File: src/rtl/chan_diag_latch.sv
module chan_diag_latch #(
  parameter int NCH        = 4,
  parameter int FILT_CYC   = 27500,
  parameter int FRAME_BITS = 8
) (
  input  logic             clk,
  input  logic             rst_n,
  input  logic [NCH-1:0]   raw_oc,
  input  logic [NCH-1:0]   raw_ot,
  input  logic [NCH-1:0]   raw_ol,
  input  logic [NCH-1:0]   raw_sg,
  input  logic [NCH-1:0]   ch_cmd,
  input  logic             cs_n,
  input  logic             bit_tick,
  output logic [NCH-1:0]   gate_en,
  output logic [NCH-1:0]   prot_flag,
  output logic [NCH-1:0]   ol_flag,
  output logic [NCH-1:0]   sg_flag,
  output logic [NCH-1:0]   fault_ok,
  output logic [2*NCH-1:0] status_code,
  output logic             fault_n
);
  localparam int CW = (FILT_CYC > 2) ? $clog2(FILT_CYC) : 1;
  localparam int FW = (FRAME_BITS > 2) ? $clog2(FRAME_BITS) : 1;
  localparam logic [CW-1:0] LAST  = CW'(FILT_CYC - 1);
  localparam logic [FW-1:0] FLAST = FW'(FRAME_BITS - 1);

  logic          cs_q, seen, clr;
  logic [FW-1:0] bit_cnt;

  assign clr = cs_n & ~cs_q & seen & (bit_cnt == '0);

  always_ff @(posedge clk or negedge rst_n)
    if (!rst_n) begin
      cs_q    <= 1'b1;
      seen    <= 1'b0;
      bit_cnt <= '0;
    end else begin
      cs_q <= cs_n;
      if (cs_n) begin
        seen    <= 1'b0;
        bit_cnt <= '0;
      end else if (bit_tick) begin
        seen    <= 1'b1;
        bit_cnt <= (bit_cnt == FLAST) ? '0 : bit_cnt + 1'b1;
      end
    end

  for (genvar i = 0; i < NCH; i++) begin : g_ch
    logic          f_oc, f_ot, f_ol, f_sg;
    logic [CW-1:0] c_oc, c_ol, c_sg;

    always_ff @(posedge clk or negedge rst_n)
      if (!rst_n) begin
        {f_oc, f_ot, f_ol, f_sg} <= '0;
        c_oc <= '0;
        c_ol <= '0;
        c_sg <= '0;
      end else if (clr) begin
        {f_oc, f_ot, f_ol, f_sg} <= '0;
        c_oc <= '0;
        c_ol <= '0;
        c_sg <= '0;
      end else begin
        c_oc <= !raw_oc[i] ? '0 : (c_oc == LAST) ? LAST : c_oc + 1'b1;
        c_ol <= !raw_ol[i] ? '0 : (c_ol == LAST) ? LAST : c_ol + 1'b1;
        c_sg <= !raw_sg[i] ? '0 : (c_sg == LAST) ? LAST : c_sg + 1'b1;
        if (raw_oc[i] && c_oc == LAST) f_oc <= 1'b1;
        if (raw_ol[i] && c_ol == LAST) f_ol <= 1'b1;
        if (raw_sg[i] && c_sg == LAST) f_sg <= 1'b1;
        if (raw_ot[i]) f_ot <= 1'b1;
      end

    assign gate_en[i]   = ch_cmd[i] & ~raw_ot[i];
    assign prot_flag[i] = f_oc | f_ot;
    assign ol_flag[i]   = f_ol;
    assign sg_flag[i]   = f_sg;
    assign fault_ok[i]  = ~(prot_flag[i] | f_ol | f_sg);
    assign status_code[2*i +: 2] = prot_flag[i] ? 2'b10 :
                                   f_sg         ? 2'b00 :
                                   f_ol         ? 2'b01 : 2'b11;

    p_ol_cause_r1: assert property (@(posedge clk) disable iff (!rst_n)
      $rose(ol_flag[i]) |-> $past(raw_ol[i]));
    p_sg_cause_r1: assert property (@(posedge clk) disable iff (!rst_n)
      $rose(sg_flag[i]) |-> $past(raw_sg[i]));
    p_ot_next_r3: assert property (@(posedge clk) disable iff (!rst_n)
      (raw_ot[i] && !clr) |=> prot_flag[i]);
  end

  assign fault_n = ~|{prot_flag, ol_flag, sg_flag};

  p_hold_r8: assert property (@(posedge clk) disable iff (!rst_n)
    !clr |=> (((ol_flag & $past(ol_flag)) == $past(ol_flag)) &&
              ((sg_flag & $past(sg_flag)) == $past(sg_flag))));
  p_clear_r8: assert property (@(posedge clk) disable iff (!rst_n)
    clr |=> (ol_flag == '0 && sg_flag == '0));
  p_faultn_cause_r7: assert property (@(posedge clk) disable iff (!rst_n)
    $fell(fault_n) |-> $past(|{raw_oc, raw_ot, raw_ol, raw_sg}));
endmodule

File: config.mk
export PLATFORM = sky130hd
export DESIGN_NAME = chan_diag_latch
export DESIGN_NICKNAME = d
export VERILOG_FILES = /design/src/rtl/chan_diag_latch.sv
export SDC_FILE = /design/constraint.sdc
export NUM_CORES = 1
export LEC_CHECK = 0
export BUFFER_PORTS_ARGS = -buffer_cell sky130_fd_sc_hd__buf_2
export CAP_MARGIN = 20
export CORE_MARGIN = 2
export CORE_UTILIZATION = 55
export DETAILED_ROUTE_END_ITERATION = 7
export PLACE_DENSITY = 0.73
export SYNTH_ARGS = -nofsm -noshare
export SYNTH_HDL_FRONTEND = slang
export SYNTH_SLANG_ARGS = --single-unit
File: constraint.sdc
create_clock -name clk -period 2 [get_ports clk]
set_input_delay 0.3 -clock clk [delete_from_list [all_inputs] [get_ports clk]]
set_output_delay 0.3 -clock clk [all_outputs]
set_load 0.01 [all_outputs]
==> results.txt <==
The final wirelength came out at 19.8 mm. The smallest clock period supported by the final layout is computed as 2.01 ns. The maximum VDD drop came out at 0.693 mV.

For this run, the leading register cell type out of synthesis is sky130_fd_sc_hd__dfrtp_1. The post-route antenna net violation count is 0. The clock-pin transition on the worst setup and hold timing paths came out at 0.06 ns.

The top-area cell type share of the netlist area came out at 0.508. The sequential share of the synthesized area came out at 0.511. The final hold slack came out at 0.0237 ns. The largest net degree at the start of global routing came out at 48. The number of antenna cells inserted came out at 0. The initial antenna violation count is 0.

TritonCTS built the clock tree. The number of H-tree levels is 1. The number of buffers on the longest clock path is 3. The count of endpoints failing hold in the final timing report is 0. The final cycle utilization of the critical path is 1.01.

Sorting the synthesized cells by area gives the leading types as sky130_fd_sc_hd__dfrtp_1, sky130_fd_sc_hd__xnor2_1, sky130_fd_sc_hd__nor2_1. The final reports fail on negative setup slack. For the worst-skew pair, the clock arrives at the later sink with an insertion delay of 0.51 ns. The number of synthesized register bits came out at 201.

The relative max-transition margin is 0.647. In this run the tool buffered the top-level ports with 52 buffer cells. Dividing the detail-routed via count by the number of cells gives 5.51.

During synthesis, Yosys emitted a total of 0 warnings. The number of vias in the routed layout is 7387. In this run, the number of DRC markers left after iteration 0 of detailed routing was 447.

The pre-antenna-repair detailed-routing pass consisted of 4 iterations. Setup repair after global routing could not meet its margin everywhere. At the worst endpoint, the arrival time is 1.71 ns. The number of enable-type register cells in the synthesized netlist came out at 0. Counting every net in the synthesized netlist gives 1046. For the pin with the worst max-slew slack, the measured transition is 0.525 ns. The synthesis-to-layout area growth came out at 15.6%. The critical path is of the reg2out type. The post-detailed-route DRC marker count is 0. The synthesized area divided by synthesized cell count is 9.78 um^2. The overall overflow remaining after global route came out at 0. 53 I/O pins were placed. The number of buffers added by the clock tree synthesis step is 23.

The data required time of the worst path is 1.70 ns. The die covers 0.0190 mm^2. The min-delay analysis places its worst path in the category in2reg. The library cell with the largest summed area after synthesis is sky130_fd_sc_hd__dfrtp_1.

The peak fanout along the critical path came out at 4. The worst setup path is launched from a flop. The global-route usage over all layers came out at 0.221. In this run the register-to-register setup slack is 0.10 ns.

In this run the vertical extent of the chip is 138 um. The initial standard-cell utilization of the core is 0.566. The count of maximum capacitance violations came out at 0. The power per cell area came out at 772 mW/mm^2. The half-perimeter wire length after detailed placement came out at 13.9 mm. The leakage power came out at 4.76 nW. The flow ran to the end, but the final reports show violations.

OpenSTA, run right after detailed placement, puts the worst setup slack at 0.128 ns. Routability-driven placement finished with a final weighted congestion of 0.886. The area of the mapped netlist came out at 0.00985 mm^2. The worst setup path is captured at an output port. Once placement finished, the instance area stood at 0.0106 mm^2.

The site row count came out at 48. The number of distinct library cells after synthesis came out at 39. Dividing the detail-routed wire length by the instance count gives 14.8 um. The tree is rooted in a sky130_fd_sc_hd__clkbuf_16. The die width came out at 138 um. The post-route standard cell area excluding fillers is 0.0114 mm^2. The core box area came out at 0.0174 mm^2.

The number of slew-limit violations in the final report is 0. The non-filler instance count after layout is 1341. The cell total after placement came out at 1297. The cell count after synthesis came out at 1007. The via count of the first global-routing pass was 7074.

Once routing completed, OpenROAD measured the worst setup slack at -0.0121 ns. The fraction of synthesis flops using an asynchronous set or reset pin is 1.00. The first global-routing pass estimated 34.0 mm of wire. The total power after layout came out at 8.79 mW.

The setup-violating endpoint count in the final report came out at 1. The number of clock sinks seen by CTS came out at 201. The fill cell total of the finished layout is 1410.

The worst clock skew came out at 0.0121 ns. Based on the critical path, the design can be clocked at up to 0.497 GHz. The number of nets at the end of the flow is 1140. The fraction of final layout cells with drive strength greater than 1 came out at 0.130.
-- final timing paths --
path | start | end | cells after the start
setup / recovery | g_ch[0].f_ot | fault_n | 5
hold / removal | raw_ot[3] | g_ch[3].f_ot | 3
setup reg to reg | g_ch[2].c_sg[7] | g_ch[2].c_sg[10] | 4
hold reg to reg | g_ch[3].f_ot | g_ch[3].f_ot | 2
max in group asynchronous | rst_n | g_ch[3].f_oc | 3
min in group asynchronous | rst_n | g_ch[0].c_oc[14] | 2
-- final cells by class --
type	instances	area, um^2	share of cell area
flip-flops and latches	201	5030	0.442
clock buffers	31	636	0.0558
well taps	225	282	0.0247
repair buffers	84	577	0.0506
inverters	25	93.8	0.00824
multi-input cells	766	4670	0.410
clock inverters	9	101	0.00890
-- power breakdown --
group | leakage [nW] | internal, mW | total (mW) | switching [mW]
sequential | 2.76 | 4.15 | 4.21 | 0.0675
clock | 0.363 | 2.48 | 4.08 | 1.60
combinational | 1.64 | 0.178 | 0.494 | 0.316
-- synth_stat cells, types with 6 or more instances --
cell type	instances
sky130_fd_sc_hd__and4_1	12
sky130_fd_sc_hd__nand4b_1	20
sky130_fd_sc_hd__ha_1	15
sky130_fd_sc_hd__nand2_1	61
sky130_fd_sc_hd__or3b_2	6
sky130_fd_sc_hd__nor4_1	37
sky130_fd_sc_hd__xor2_1	54
sky130_fd_sc_hd__a21oi_1	25
sky130_fd_sc_hd__inv_1	25
sky130_fd_sc_hd__buf_4	8
sky130_fd_sc_hd__dfrtp_1	200
sky130_fd_sc_hd__xnor2_1	101
sky130_fd_sc_hd__or4_1	10
sky130_fd_sc_hd__nand3_2	8
sky130_fd_sc_hd__nand3_1	61
sky130_fd_sc_hd__or4b_1	11
sky130_fd_sc_hd__nor2_1	227
sky130_fd_sc_hd__nand4_1	41
sky130_fd_sc_hd__nor3_1	36
-- cells by family after synthesis --
kind of cell,after synthesis,share of synthesized area
simple gates,562,0.293
fa+ha+maj,15,0.0191
buf+inv,40,0.0193
mux,3,0.00305
xor+xnor,155,0.138
flops,201,0.511
compound gates,31,0.0170
-- metrics by stage --
stage / setup TNS (ns) / utilization
after floorplan: 0 / -
after global placement: 0 / 0.608
after detailed placement: 0 / 0.608
after CTS: -0.0370 / 0.654
after global routing: -0.0990 / 0.654
final: -0.0121 / 0.654
-- per-layer routing --
layer / vias to the layer above / share of wire / track usage
met1: 3556 / 0.48 / 0.326
met5: - / 0 / 0
li1: 3675 / - / -
met2: 130 / 0.46 / 0.348
met4: 0 / 0.018 / 0.0533
met3: 26 / 0.034 / 0.0320
-- worst max-delay path: stages, from the launching register on --
cell and delay, ns:
sky130_fd_sc_hd__dfrtp_1 0.37, sky130_fd_sc_hd__or2_4 0.26, sky130_fd_sc_hd__nor3_2 0.10, sky130_fd_sc_hd__buf_4 0.16, sky130_fd_sc_hd__and4_1 0.18, sky130_fd_sc_hd__buf_2 0.13
-- what timing repair did --
item | in CTS | in global routing
gates resized for setup | 7 | 1
hold buffers | 2 | 0
pin swaps | 2 | 0
setup endpoints to repair | 1 | 2
setup buffers | 2 | 0
hold endpoints to repair | 43 | 0
-- cells in the final DEF (no fill, tap or decap), drive strengths merged, types with 6 or more instances in the layout --
cell type  count
nor2         227
dfrtp        200
xnor2        101
buf           81
nand3         69
nand2         61
xor2          54
nand4         41
nor4          37
nor3          36
clkbuf        32
inv           26
a21oi         25
nand4b        20
ha            15
and4          12
or4           12
or4b          11
or3b           6
-- state kept, by name, summed over array words and instances, names as in the netlist --
signal and flops:
g_ch.c_sg 60, g_ch.f_ot 4, cs_q 1, g_ch.f_oc 4
g_ch.f_ol 4, g_ch.c_ol 60, seen 1, g_ch.c_oc 60
bit_cnt 3, g_ch.f_sg 4
(Power assumes the default switching activity.)
